File: config.mk
export PLATFORM = sky130hd
export DESIGN_NAME = vip_xport_rx
export DESIGN_NICKNAME = d
export VERILOG_FILES = /design/src/rtl/vip_pkg.sv /design/src/rtl/vip_code_det.sv /design/src/rtl/vip_timing_track.sv /design/src/rtl/vip_demux.sv /design/src/rtl/vip_out_mux.sv /design/src/rtl/vip_xport_rx.sv
export SDC_FILE = /design/constraint.sdc
export NUM_CORES = 1
export LEC_CHECK = 0
export BUFFER_PORTS_ARGS = -buffer_cell sky130_fd_sc_hd__clkbuf_2
export CORE_AREA = 2 2 102 104
export CTS_BUF_LIST = sky130_fd_sc_hd__clkbuf_4 sky130_fd_sc_hd__clkbuf_8 sky130_fd_sc_hd__clkbuf_16
export CTS_CLUSTER_DIAMETER = 60
export DETAILED_ROUTE_END_ITERATION = 6
export DIE_AREA = 0 0 104 106
export PLACE_DENSITY = 0.59
export REMOVE_ABC_BUFFERS = 1
export SYNTH_ARGS = -nofsm -noshare
export SYNTH_HDL_FRONTEND = slang
export SYNTH_HIERARCHICAL = 1
export SYNTH_SLANG_ARGS = --single-unit
File: constraint.sdc
create_clock -name clk -period 3.55 [get_ports clk]
set_clock_uncertainty 0.2 [all_clocks]
set_input_delay 0.1775 -clock clk [delete_from_list [all_inputs] [get_ports clk]]
set_output_delay 0.1775 -clock clk [all_outputs]
set_load 0.02 [all_outputs]
File: src/rtl/vip_pkg.sv
`timescale 1ns/1ps
package vip_pkg;
  localparam int unsigned VIP_DW = 8;

  typedef enum logic [1:0] {
    SRC_INT = 2'b00,
    SRC_EXT = 2'b01,
    SRC_PIX = 2'b10,
    SRC_RSV = 2'b11
  } src_e;

  typedef struct packed {
    logic h;
    logic v;
    logic f;
  } flags_t;
endpackage

File: src/rtl/vip_code_det.sv
`timescale 1ns/1ps
module vip_code_det #(
  parameter int unsigned DW = vip_pkg::VIP_DW
) (
  input  logic          clk,
  input  logic          rst_n,
  input  logic          qual,
  input  logic [DW-1:0] byte_i,
  output logic          hit,
  output logic          reserved,
  output vip_pkg::flags_t code
);
  localparam int unsigned HIST = 3;

  logic [DW-1:0] hist_q [HIST];

  // preamble: oldest all ones, the two younger all zero
  assign hit = qual && (hist_q[HIST-1] == '1) && (hist_q[1] == '0) && (hist_q[0] == '0);
  assign reserved = (byte_i == '1) || (byte_i == '0);
  assign code.f = byte_i[DW-2];
  assign code.v = byte_i[DW-3];
  assign code.h = byte_i[DW-4];

  always_ff @(posedge clk or negedge rst_n) begin
    if (!rst_n) begin
      for (int i = 0; i < HIST; i++) hist_q[i] <= '0;
    end else if (qual) begin
      hist_q[0] <= byte_i;
      for (int i = 1; i < HIST; i++) hist_q[i] <= hist_q[i-1];
    end
  end
endmodule

File: src/rtl/vip_timing_track.sv
`timescale 1ns/1ps
module vip_timing_track (
  input  logic            clk,
  input  logic            rst_n,
  input  logic            qual,
  input  logic            embedded,
  input  logic            ref_h,
  input  logic            ref_v,
  input  logic            hit,
  input  vip_pkg::flags_t code,
  output logic            active_now,
  output logic            restart,
  output vip_pkg::flags_t flags_next
);
  vip_pkg::flags_t st_q;
  logic act_q, refh_q, refv_q;

  always_comb begin
    flags_next = st_q;
    if (embedded) begin
      active_now = act_q & ~hit;
      restart    = 1'b0;
      if (hit) flags_next = code;
    end else begin
      active_now = ref_h;
      restart    = ref_h & ~refh_q;
      if (qual) begin
        flags_next.h = ~ref_h;
        flags_next.v = ref_v;
        flags_next.f = st_q.f ^ (ref_v & ~refv_q);
      end
    end
  end

  always_ff @(posedge clk or negedge rst_n) begin
    if (!rst_n) begin
      st_q   <= '{h: 1'b1, v: 1'b0, f: 1'b0};
      act_q  <= 1'b0;
      refh_q <= 1'b0;
      refv_q <= 1'b0;
    end else if (qual) begin
      st_q   <= flags_next;
      refh_q <= ref_h;
      refv_q <= ref_v;
      if (embedded && hit) act_q <= ~code.h;
    end
  end
endmodule

File: src/rtl/vip_demux.sv
`timescale 1ns/1ps
module vip_demux #(
  parameter int unsigned DW = vip_pkg::VIP_DW
) (
  input  logic          clk,
  input  logic          rst_n,
  input  logic          qual,
  input  logic          wide,
  input  logic          embedded,
  input  logic          active_now,
  input  logic          restart,
  input  logic          hit,
  input  logic          reserved,
  input  logic          blocked,
  input  logic [DW-1:0] lane0,
  input  logic [DW-1:0] lane1,
  output logic          ext_valid,
  output logic [DW-1:0] ext_y,
  output logic [DW-1:0] ext_c
);
  localparam int unsigned PHASES = 4;
  localparam int unsigned PW = $clog2(PHASES);

  logic [PW-1:0] phase_q, ph_eff;
  logic [DW-1:0] cb_q, cr_q;
  logic take, drop;

  assign ph_eff = restart ? '0 : phase_q;
  assign take   = qual & active_now;
  assign drop   = embedded & reserved;

  always_comb begin
    if (wide) begin
      ext_valid = take & ~drop & ~blocked;
      ext_y     = lane0;
      ext_c     = lane1;
    end else begin
      ext_valid = take & ph_eff[0] & ~drop & ~blocked;
      ext_y     = lane0;
      ext_c     = ph_eff[1] ? cr_q : cb_q;
    end
  end

  always_ff @(posedge clk or negedge rst_n) begin
    if (!rst_n) begin
      phase_q <= '0;
      cb_q    <= '0;
      cr_q    <= '0;
    end else if (qual) begin
      if (embedded && hit) begin
        phase_q <= '0;
      end else if (take) begin
        phase_q <= ph_eff + 1'b1;
        if (ph_eff == PW'(0)) cb_q <= lane0;
        if (ph_eff == PW'(2)) cr_q <= lane0;
      end
    end
  end
endmodule

File: src/rtl/vip_out_mux.sv
`timescale 1ns/1ps
module vip_out_mux #(
  parameter int unsigned DW = vip_pkg::VIP_DW
) (
  input  logic            clk,
  input  logic            rst_n,
  input  logic [1:0]      src_sel,
  input  logic            pix_sel,
  input  logic            ext_valid,
  input  logic [DW-1:0]   ext_y,
  input  logic [DW-1:0]   ext_c,
  input  vip_pkg::flags_t ext_flags,
  input  logic            int_valid,
  input  logic [DW-1:0]   int_y,
  input  logic [DW-1:0]   int_c,
  input  vip_pkg::flags_t int_flags,
  output logic            out_valid,
  output logic [DW-1:0]   out_y,
  output logic [DW-1:0]   out_c,
  output vip_pkg::flags_t out_flags
);
  logic use_ext;

  always_comb begin
    case (src_sel)
      vip_pkg::SRC_EXT: use_ext = 1'b1;
      vip_pkg::SRC_PIX: use_ext = pix_sel;
      default:          use_ext = 1'b0;
    endcase
  end

  always_ff @(posedge clk or negedge rst_n) begin
    if (!rst_n) begin
      out_valid <= 1'b0;
      out_y     <= '0;
      out_c     <= '0;
      out_flags <= '0;
    end else if (use_ext) begin
      out_valid <= ext_valid;
      out_y     <= ext_y;
      out_c     <= ext_c;
      out_flags <= ext_flags;
    end else begin
      out_valid <= int_valid;
      out_y     <= int_y;
      out_c     <= int_c;
      out_flags <= int_flags;
    end
  end
endmodule

File: src/rtl/vip_xport_rx.sv
`timescale 1ns/1ps
module vip_xport_rx #(
  parameter int unsigned DW = vip_pkg::VIP_DW
) (
  input  logic          clk,
  input  logic          rst_n,
  input  logic          cfg_wide,
  input  logic          cfg_embedded,
  input  logic [1:0]    cfg_out_width,
  input  logic [1:0]    src_sel,
  input  logic          pix_sel,
  input  logic          in_qual,
  input  logic [DW-1:0] in_lane0,
  input  logic [DW-1:0] in_lane1,
  input  logic          ref_h,
  input  logic          ref_v,
  input  logic          int_valid,
  input  logic [DW-1:0] int_y,
  input  logic [DW-1:0] int_c,
  input  logic          int_h,
  input  logic          int_v,
  input  logic          int_f,
  output logic          out_valid,
  output logic [DW-1:0] out_y,
  output logic [DW-1:0] out_c,
  output logic          out_h,
  output logic          out_v,
  output logic          out_f,
  output logic          cfg_err
);
  logic hit, reserved, active_now, restart, ext_valid;
  logic [DW-1:0] ext_y, ext_c;
  vip_pkg::flags_t code, ext_flags, int_flags, out_flags;

  assign cfg_err   = cfg_wide & (cfg_out_width != 2'b00);
  assign int_flags = '{h: int_h, v: int_v, f: int_f};
  assign out_h     = out_flags.h;
  assign out_v     = out_flags.v;
  assign out_f     = out_flags.f;

  vip_code_det #(.DW(DW)) u_det (
    .clk(clk), .rst_n(rst_n), .qual(in_qual), .byte_i(in_lane0),
    .hit(hit), .reserved(reserved), .code(code)
  );

  vip_timing_track u_trk (
    .clk(clk), .rst_n(rst_n), .qual(in_qual), .embedded(cfg_embedded),
    .ref_h(ref_h), .ref_v(ref_v), .hit(hit), .code(code),
    .active_now(active_now), .restart(restart), .flags_next(ext_flags)
  );

  vip_demux #(.DW(DW)) u_dmx (
    .clk(clk), .rst_n(rst_n), .qual(in_qual), .wide(cfg_wide),
    .embedded(cfg_embedded), .active_now(active_now), .restart(restart),
    .hit(hit), .reserved(reserved), .blocked(cfg_err),
    .lane0(in_lane0), .lane1(in_lane1),
    .ext_valid(ext_valid), .ext_y(ext_y), .ext_c(ext_c)
  );

  vip_out_mux #(.DW(DW)) u_mux (
    .clk(clk), .rst_n(rst_n), .src_sel(src_sel), .pix_sel(pix_sel),
    .ext_valid(ext_valid), .ext_y(ext_y), .ext_c(ext_c), .ext_flags(ext_flags),
    .int_valid(int_valid), .int_y(int_y), .int_c(int_c), .int_flags(int_flags),
    .out_valid(out_valid), .out_y(out_y), .out_c(out_c), .out_flags(out_flags)
  );
endmodule

==> results of run 1 <==
## metal layers
layer	vias up	track usage (%)	part of all wire, %
met5	-	0	0
met4	0	5.79	1.5
met3	8	2.51	3.0
met2	55	23.9	48
met1	1207	18.4	48
li1	1186	-	-
## registers in the layout (all words and copies together), names as in the netlist
signal           flops
u_det/hist_q        24
u_dmx/cb_q           8
u_dmx/cr_q           8
u_dmx/phase_q        2
u_mux/out_c          8
u_mux/out_flags      3
u_mux/out_valid      1
u_mux/out_y          8
u_trk/act_q          1
u_trk/refh_q         1
u_trk/refv_q         1
u_trk/st_q           3
## worst reg2reg max path, delay by kind of cell, from the launching register on
kind	cells	cell delay, ps
flops	1	400
buf+inv	2	370
compound gates	3	610
simple gates	6	1090
## layout make-up
cell class	count	share of cell area [%]
inverters	9	0.793
multi-input cells	178	34.4
clock inverters	7	2.70
clock buffers	9	2.91
well taps	136	3.99
flip-flops and latches	68	40.0
repair buffers	100	15.3
## timing repair
| item | in CTS | in global routing |
|---|---|---|
| gates resized for setup | 0 | 0 |
| setup endpoints to repair | 0 | 0 |
| hold buffers | 28 | 0 |
| buffers inserted | 0 | 0 |
| endpoints found under the hold margin | 81 | 0 |
## cell usage after synthesis
cell      instances
nor3_1            2
nor2b_1          22
or4_4             1
nor4b_1           1
nand3b_1          1
nand3b_4          1
inv_1             7
buf_6             4
nand2_1          13
mux2_2           40
nand3_1           5
nand2_2           1
inv_2             2
nand2b_1          6
a221oi_2          1
nand2b_4          1
o21a_1            1
mux2i_1           8
o21ai_0          23
nor4_1            3
or3_4             1
nor4_2            2
and3_1            1
and2_1            1
ha_1              4
buf_2             7
a32o_1           20
nand4b_1          2
nand4_4           2
clkbuf_1          1
a21o_1            1
buf_4            17
nand4_1           3
o211ai_1          2
dfrtp_1          67
dfstp_2           1
a21oi_1           5
o22ai_1           4
## logic make-up after synthesis
kind of cell | Yosys count | share of synthesized area (%)
adder cells (fa/ha/maj) | 4 | 1.47
AND/OR/NAND/NOR | 69 | 13.9
multiplexers | 48 | 15.5
buffers and inverters | 38 | 7.19
AO/OA/AOI/OAI | 57 | 12.0
flip-flops | 68 | 49.9
## power breakdown
part,internal [mW],leakage (nW),switching [mW]
registers,0.936,0.812,0.0832
logic,0.261,0.982,0.229
clock network,0.464,0.115,0.305
## worst max-delay path by stage
stage | startpoint | end | slack, ps | cells after the start
after floorplan | u_det/hist_q[9]$_DFFE_PN0P_ | u_mux/out_valid$_DFF_PN0_ | 660 | 10
after global placement | u_det/hist_q[9]$_DFFE_PN0P_ | u_mux/out_valid$_DFF_PN0_ | 800 | 11
after detailed placement | u_det/hist_q[9]$_DFFE_PN0P_ | u_mux/out_valid$_DFF_PN0_ | 760 | 11
after CTS | u_det/hist_q[9]$_DFFE_PN0P_ | u_mux/out_valid$_DFF_PN0_ | 740 | 11
after global routing | u_det/hist_q[9]$_DFFE_PN0P_ | u_mux/out_valid$_DFF_PN0_ | 500 | 11
final | u_det/hist_q[9]$_DFFE_PN0P_ | u_mux/out_valid$_DFF_PN0_ | 760 | 11
## through the flow
step | cells | cell area [sq um] | setup WS (ps) | power [mW] | hold slack [ps]
3_5_place_dp | 463 | 3740 | 755 | 1.51 | 223
4_1_cts | 507 | 4260 | 745 | 2.31 | 5.80
2_1_floorplan | 255 | 3200 | 663 | 1.34 | -318
6_report | 507 | 4260 | 757 | 2.28 | 33.4
5_1_grt | 507 | 4260 | 500 | 2.41 | 47.8
3_3_place_gp | 463 | 3740 | 805 | 1.49 | 213
==> run_results.csv, run 1 <==
group,metric,value,unit
power,peakVddDrop,0.000171,V
final_layout,utilization,42.6,%
yosys,synth.distinct_cells,38,
cts,clk_latency,340,ps
timing,clock.fmax,0.358,GHz
worst_setup_path,critical_path_class,"reg2reg",
yosys,ys_seq_area_share,49.9,%
worst_setup_path,worstReg2RegStart,"u_det/hist_q[9]$_DFFE_PN0P_",
worst_setup_path,regToRegSetupSlack,760,ps
timing,timing.slew.headroom,30.6,%
timing,rsz0062_at_grt,"false",
routing,drt-pass1-iter-count,4,
cts,clk_pin_slew,80,ps
global_route,grt_first_pass_wirelength,12500,um
yosys,yosys_warnings,6,
yosys,yosys.area.top_type,"dfrtp_1",
cts,cts_max_level,3,
worst_setup_path,cp_max_fo,14,
global_route,grt_pass1_vias,2525,
final_layout,seqCellArea,0.00170,sq mm
final_layout,most-common-layout-cells,"clkbuf_2 (67), dfrtp_1 (67), mux2_2 (40), dlygate4sd3_1 (28), o21ai_0 (23)",
yosys,synth_top_area_share,49.1,%
routing,wl_per_cell,14.6,um
placement,gp_congestion,0.734,
timing,finalCritPeriodShare,78.7,%
worst_setup_path,start_kind,"flop",
worst_setup_path,critPathRequiredTime,3580,ps
worst_setup_path,crit_family,"simple AND/OR/NAND/NOR gates",
job,maxCapViolCount,0,
global_route,grt_usage,14.3,%
placement,io_buffers,68,
routing,wirelength,7400,um
power,power_density,535,mW/mm^2
yosys,syn_area,0.00341,sq mm
final_layout,fillers,987,
timing,fin_crit,2790,ps
final_layout,area_growth,24.9,%
routing,via_per_inst,4.84,
status,status,"finished, final reports clean",
die,core_area,0.0100,sq mm
cts,numCtsBuffers,9,
timing,setup_viol,0,
cts,clock_sinks,68,
routing,dr_total_vias,2456,
die,die-area,0.0110,sq mm
worst_setup_path,timing.rr.end,"u_mux/out_valid$_DFF_PN0_",
die,die_h,106,um
die,rows,37,
cts,clockRootBuffer,"clkbuf_8",
yosys,syn_avg_cell_area,12.0,sq um
routing,drt_iter0_drc,100,
worst_setup_path,critPathMostFrequentCell,"nor4_2",
min_path,min_path_cells,2,
global_route,overflow,0,
die,io_pins,69,
placement,hpwl,4920,um
yosys,syn-instance-count,284,
routing,route.detailed.drc,0,
final_layout,diodes,0,
timing,hold_viol,0,
worst_setup_path,crit_arrival,2830,ps
min_path,hold_end,"u_trk/act_q$_DFFE_PN0P_",
min_path,hp-start,"in_lane0[4]",
die,die_x,104,um
final_layout,drive_above_1_share,38.0,%
min_path,hp-class,"in2reg",
final_layout,multi_input_area,0.00146,sq mm
cts,cts_tree,"yes",
worst_setup_path,worst_setup_path_end_kind,"flop",
global_route,grt_start_max_net_pins,47,
cts,clock_path_buffers,2,
worst_setup_path,cp_cell_sequence,"nor4_2 -> nand3_1 -> nor4_2 -> buf_4 -> nand3b_1 -> o21ai_0 -> inv_2 -> or3_4 -> a221oi_2 -> nor2b_1 -> a32o_1",
timing,fin_tns_setup,0,ps
final_layout,fin_nets,418,
power,p_leak,1.91,nW
worst_setup_path,slowest_stage,"dfrtp_1",
worst_setup_path,rr_worst_depth,11,
yosys,ys_seq_elements,68,
yosys,synth_area_leaders,"dfrtp_1 (49%), mux2_2 (13%), a32o_1 (5.9%), nor2b_1 (4.0%), buf_4 (3.7%)",
worst_setup_path,path_buf_inv,2,
worst_setup_path,critPathMaxStageDelay,400,ps
routing,detail-route-antenna-nets,0,
timing,worst_pin_slew,1040,ps
timing,slew_viol_final,0,
die,initial_core_util,34.1,%
global_route,grt_antenna_before_repair,0,
Power figures use the tool's default switching activity.
==> inputs of run 2 (changes only) <==
- ABC_AREA: default -> 1
- CORE_AREA: 2 2 102 104 -> 2 2 103 105
- DIE_AREA: 0 0 104 106 -> 0 0 105 107
- PLACE_DENSITY: 0.59 -> 0.61
- clock period: 3.55 -> 2.4 ns (I/O delays scaled with it)
==> run_results.csv, run 2 <==
group,metric,value,unit
power,p_sw,1.13,mW
routing,wirelength,9170,um
min_path,hp-start,"cfg_out_width[0]",
timing,slew_viol_final,0,
cts,post_cts_resized,0,
global_route,grt_start_max_net_pins,39,
job,maxCapViolCount,0,
final_layout,instances_no_fill,693,
timing,hold_viol,0,
routing,detail-route-antenna-nets,0,
routing,via_per_inst,4.53,
placement,pre_cts_ws,450,ps
worst_setup_path,worstReg2RegStart,"u_trk/refh_q$_DFFE_PN0P_",
routing,wl_per_cell,13.2,um
yosys,synth.distinct_cells,25,
placement,io_buffers,68,
status,status,"finished, final reports clean",
cts,cts_tree,"yes",
final_layout,diodes,0,
worst_setup_path,startpoint,"cfg_embedded",
die,initial_core_util,34.6,%
yosys,ys_seq_elements,68,
routing,route.detailed.drc,0,
final_layout,drive_above_1_share,19.4,%
timing,clock.fmax,0.440,GHz
cts,clk_latency,360,ps
die,rows,37,
die,die_x,105,um
worst_setup_path,crit_arrival,2320,ps
worst_setup_path,rr_worst_depth,9,
final_layout,layout_commonest_cell,"nand2_1",
cts,clockRootBuffer,"clkbuf_8",
cts,clock_path_buffers,2,
yosys,ys_seq_area_share,48.7,%
min_path,min_path_cells,8,
timing,fin_tns_setup,0,ps
power,p_int,2.50,mW
worst_setup_path,critPathMostFrequentCell,"nand2_1",
placement,hpwl,6160,um
routing,wl_met3,397,um
final_layout,fin_nets,604,
worst_setup_path,slowest_stage,"dlygate4sd3_1",
worst_setup_path,crit_cells,11,
worst_setup_path,path_buf_inv,4,
yosys,yosys.area.top_type,"dfrtp_1",
power,switching_share,31.2,%
die,io_pins,69,
cts,clk_pin_slew,70,ps
power,pwr-share-comb,25.1,%
yosys,synth.most_common_cell,"nand2_1",
die,core_area,0.0101,sq mm
final_layout,area_growth,31.2,%
global_route,grt_pass1_vias,3102,
global_route,grt_antenna_before_repair,0,
yosys,syn_area,0.00349,sq mm
final_layout,largest-register,"u_det/hist_q",
cts,cts_max_level,3,
cts,clock_sinks,68,
worst_setup_path,critPathRequiredTime,2450,ps
yosys,yosys_warnings,6,
final_layout,most-common-layout-cells,"nand2_1 (176), clkbuf_2 (67), dfrtp_1 (67), dlygate4sd3_1 (49), inv_1 (45)",
yosys,synth-async-reset-ratio,100,%
power,peakVddDrop,0.000360,V
yosys,syn_avg_cell_area,7.82,sq um
global_route,grt_first_pass_wirelength,15100,um
die,die_h,107,um
yosys,syn-instance-count,447,
yosys,synth_top_area_share,48.0,%
min_path,hp-class,"in2reg",
timing,fin_crit,2270,ps
worst_setup_path,crit_family,"buffers and inverters",
final_layout,utilization,45.4,%
timing,fin_ws,125,ps
routing,drt-pass1-iter-count,4,
yosys,ys.flop_type,"dfrtp_1",
timing,worst_pin_slew,696,ps
yosys,synth-edff-count,0,
yosys,synthTopCellsByCount,"nand2_1 (176), dfrtp_1 (67), inv_1 (45), nand3_1 (39), nor2_1 (21)",
final_layout,final_cell_area,0.00458,sq mm
power,p_total,3.63,mW
timing,setup_viol,0,
power,p_leak,2.44,nW
global_route,grt_usage,17.4,%
placement,dp.cells,628,
cts,numCtsBuffers,9,
power,power_density,792,mW/mm^2
worst_setup_path,start_kind,"input port",
worst_setup_path,critPathMaxStageDelay,540,ps
placement,gp_congestion,0.832,
worst_setup_path,cp_cell_sequence,"dlygate4sd3_1 -> clkbuf_2 -> nor3_1 -> inv_2 -> nand2_4 -> nand2_1 -> nand3_1 -> nand2_1 -> nand3_1 -> nand2_1 -> dlygate4sd3_1",
final_layout,largest_reg_flops,24,
power,p_seq_share,42.0,%
routing,wl_met2,4430,um
timing,timing.slew.headroom,53.6,%
routing,drt-met1-wl,4120,um
timing,rsz0062_at_grt,"false",
final_layout,fillers,1040,
worst_setup_path,critical_path_class,"in2reg",
placement,place_area,0.00384,sq mm
global_route,overflow,0,
die,die-area,0.0112,sq mm
routing,drt_iter0_drc,189,
worst_setup_path,worst_setup_path_end_kind,"flop",
timing,holdWs,106,ps
timing,finalCritPeriodShare,94.8,%
routing,highest_layer,"met4",
yosys,synth_area_leaders,"dfrtp_1 (48%), nand2_1 (19%), nand3_1 (5.6%), inv_1 (4.8%), nand4_1 (3.0%)",
worst_setup_path,cp_max_fo,10,
routing,dr_total_vias,3137,
power,clkPwrFrac,33.0,%
## run 2: changes by cell type after synthesis, moves of 6 or more
cell | before | now
nand4_1 | 3 | 17
nor2b_1 | 22 | 0
inv_1 | 7 | 45
nand2b_1 | 6 | 0
mux2i_1 | 8 | 0
a32o_1 | 20 | 0
nor2_1 | 0 | 21
nand3_1 | 5 | 39
mux2_2 | 40 | 0
nand2_1 | 13 | 176
o21ai_1 | 0 | 6
## run 2: layer usage
layer  global-route usage, %  vias to the layer above
li1                        -                     1601
met1                    22.4                     1439
met2                    28.6                       81
met3                    2.31                       16
met4                    9.24                        0
met5                       0                        -
## run 2: path summary, 6_finish.rpt
| kind | endpoint | slack, ps |
|---|---|---|
| worst min-delay path | u_mux/out_valid$_DFF_PN0_ | 110 |
| worst max register to register | u_mux/out_c[2]$_DFF_PN0_ | 300 |
| worst max-delay path | u_mux/out_c[2]$_DFF_PN0_ | 130 |
| max in group asynchronous | u_trk/st_q[2]$_DFFE_PN1P_ | 1200 |
| worst min register to register | u_dmx/cr_q[7]$_DFFE_PN0P_ | 270 |
| min in group asynchronous | u_det/hist_q[11]$_DFFE_PN0P_ | 140 |
## run 2: power groups by stage
stage               combinational (mW)  clock (mW)  sequential (mW)
floorplan                        0.508           0             1.55
global placement                 0.802           0             1.54
detailed placement               0.822           0             1.54
CTS                              0.911        1.22             1.52
global route                      1.03        1.27             1.55
finish                           0.910        1.20             1.52
## run 2: logic make-up after synthesis
kind of cell / share of synthesized area (%)
AO/OA/AOI/OAI: 4.08
AND/OR/NAND/NOR: 33.9
adder cells (fa/ha/maj): 1.43
buffers and inverters: 11.8
flip-flops: 48.7
## run 2: cell type report
cell class / count / area, sq um / area share [%]
Inverter: 49 / 196 / 4.29
Clock inverter: 4 / 95.1 / 2.08
Clock buffer: 12 / 159 / 3.47
Multi-Input combinational cell: 302 / 1380 / 30.1
Tap cell: 136 / 170 / 3.71
Sequential cell: 68 / 1700 / 37.2
Timing Repair Buffer: 122 / 881 / 19.2
## run 2: worst min-delay path, cell delays in order
cell and delay (ps):
clkbuf_2 80, nor2_1 30, nor2_1 120, nor2_1 70, nand2_1 50, a21oi_1 30, nand3_1 70, nand2_1 60
## run 2: repair_timing
| item | CTS | global route |
|---|---|---|
| hold buffers | 49 | 0 |
| hold endpoints to repair | 76 | 0 |
| buffers inserted | 0 | 0 |
==> inputs of run 3 (changes only) <==
- CORE_AREA: 2 2 103 105 -> 2 2 87 89
- DIE_AREA: 0 0 105 107 -> 0 0 89 91
- GPL_TIMING_DRIVEN: default -> 0
- PLACE_DENSITY: 0.61 -> 0.8
==> run_results.csv, run 3 (synthesis results as in run 2) <==
group,metric,value,unit
routing,highest_layer,"met4",
global_route,grt_usage,22.7,%
global_route,overflow,0,
timing,timing.slew.headroom,67.1,%
routing,detail-route-antenna-nets,0,
timing,hold_viol,0,
power,pwr-share-comb,26.2,%
worst_setup_path,slowest_stage,"nand2_2",
cts,clock_path_buffers,2,
placement,io_buffers,68,
die,die-area,0.00810,sq mm
final_layout,largest-register,"u_det/hist_q",
cts,clk_pin_slew,70,ps
placement,pre_cts_ws,-426,ps
timing,rsz0062_at_grt,"false",
worst_setup_path,worst_setup_path_end_kind,"flop",
final_layout,layout_commonest_cell,"nand2_1",
placement,hpwl,5270,um
power,p_sw,1.10,mW
die,initial_core_util,48.9,%
global_route,grt_pass1_vias,3091,
global_route,grt_antenna_before_repair,0,
final_layout,diodes,0,
final_layout,area_growth,28.2,%
routing,via_per_inst,4.93,
cts,cts_max_level,3,
routing,wl_per_cell,13.1,um
worst_setup_path,cp_cell_sequence,"clkbuf_2 -> inv_1 -> ha_1 -> clkinvlp_4 -> nand2_2 -> nand2_1 -> nand2_1 -> dlygate4sd3_1",
worst_setup_path,path_buf_inv,4,
die,io_pins,69,
global_route,grt_start_max_net_pins,59,
power,peakVddDrop,0.000366,V
status,status,"finished, final reports clean",
final_layout,fillers,635,
routing,drt-pass1-iter-count,5,
worst_setup_path,critPathRequiredTime,2480,ps
die,die_h,91,um
cts,clock_sinks,68,
timing,finalCritPeriodShare,91.9,%
die,rows,31,
cts,clk_latency,340,ps
routing,wl_met2,4150,um
die,core_area,0.00714,sq mm
power,clkPwrFrac,29.1,%
placement,gp_congestion,0.860,
power,p_seq_share,44.7,%
global_route,grt_first_pass_wirelength,14200,um
timing,setup_viol,0,
power,p_int,2.32,mW
timing,fin_crit,2210,ps
routing,route.detailed.drc,0,
worst_setup_path,critical_path_class,"in2reg",
timing,slew_viol_final,0,
timing,fin_ws,193,ps
final_layout,multi_input_area,0.00139,sq mm
power,p_leak,2.41,nW
cts,cts_tree,"yes",
worst_setup_path,start_kind,"input port",
routing,drt_iter0_drc,230,
worst_setup_path,crit_arrival,2290,ps
timing,clock.fmax,0.453,GHz
worst_setup_path,crit_family,"buffers and inverters",
min_path,hp-class,"in2reg",
final_layout,seqCellArea,0.00170,sq mm
final_layout,fin_nets,598,
cts,clockRootBuffer,"clkbuf_8",
final_layout,most-common-layout-cells,"nand2_1 (176), dfrtp_1 (67), clkbuf_2 (65), dlygate4sd3_1 (47), inv_1 (44)",
worst_setup_path,critPathMostFrequentCell,"nand2_1",
routing,dr_total_vias,3207,
routing,wl_met3,443,um
cts,numCtsBuffers,9,
routing,drt-met1-wl,3750,um
power,power_density,765,mW/mm^2
final_layout,drive_above_1_share,19.2,%
timing,fin_tns_setup,0,ps
worst_setup_path,cp_max_fo,21,
timing,worst_pin_slew,491,ps
final_layout,largest_reg_flops,24,
routing,wirelength,8490,um
worst_setup_path,critPathMaxStageDelay,550,ps
power,switching_share,32.2,%
job,maxCapViolCount,0,
die,die_x,89,um
[run 3: repair_timing]
item / 4_1_cts / 5_1_grt
setup buffers: 0 / 0
resized for setup: 1 / 6
hold buffers: 48 / 0
setup endpoints to repair: 17 / 34
endpoints found under the hold margin: 116 / 0
[run 3: per-layer routing]
| metal | track usage [%] | vias to the layer above |
|---|---|---|
| met5 | 0 | - |
| li1 | - | 1598 |
| met1 | 31.0 | 1491 |
| met2 | 35.4 | 104 |
| met3 | 4.18 | 14 |
| met4 | 9.58 | 0 |
[run 3: cell type report]
class	count	area share, %
clock inverter	1	0.670
clock buffer	15	4.05
sequential	68	38.0
tap	99	2.77
multi-input combinational	302	31.0
timing repair buffer	116	19.0
inverter	49	4.47
[run 3: power by group through the flow]
| stage | Combinational (mW) | Sequential (mW) | Clock [mW] |
|---|---|---|---|
| finish | 0.896 | 1.53 | 0.996 |
| global route | 1.03 | 1.56 | 1.06 |
| CTS | 0.886 | 1.52 | 1.02 |
| detailed placement | 0.798 | 1.54 | 0 |
| global placement | 0.763 | 1.53 | 0 |
| floorplan | 0.508 | 1.55 | 0 |
[run 3: worst paths after layout]
check,start,to,slack [ps],depth (start not counted)
max in group asynchronous,rst_n,u_trk/refv_q$_DFFE_PN0P_,1030,3
setup / recovery,src_sel[0],u_mux/out_y[2]$_DFF_PN0_,190,8
setup reg to reg,u_det/hist_q[18]$_DFFE_PN0P_,u_dmx/cb_q[6]$_DFFE_PN0P_,250,13
min in group asynchronous,rst_n,u_mux/out_c[7]$_DFF_PN0_,140,3
hold reg to reg,u_dmx/cr_q[2]$_DFFE_PN0P_,u_dmx/cr_q[2]$_DFFE_PN0P_,270,2
hold / removal,in_qual,u_trk/st_q[2]$_DFFE_PN1P_,50,3
[run 3: worst register-to-register path: cells and delay by family (launching register included)]
family / cells / cell delay [ps]
DFF: 1 / 380
buffers and inverters: 1 / 110
and+or+nand+nor: 11 / 1280
AOI/OAI and AO/OA: 1 / 130
[run 3: stage by stage]
stage	cell area, sq um	util [%]	power [mW]	hold slack [ps]	instances
after floorplan	3280	-	2.06	-376	419
after global placement	3740	52.4	2.29	113	586
after detailed placement	3770	52.8	2.34	-195	587
after CTS	4470	62.6	3.43	136	651
after global routing	4480	62.8	3.65	91.0	650
final	4480	62.8	3.43	49.6	650
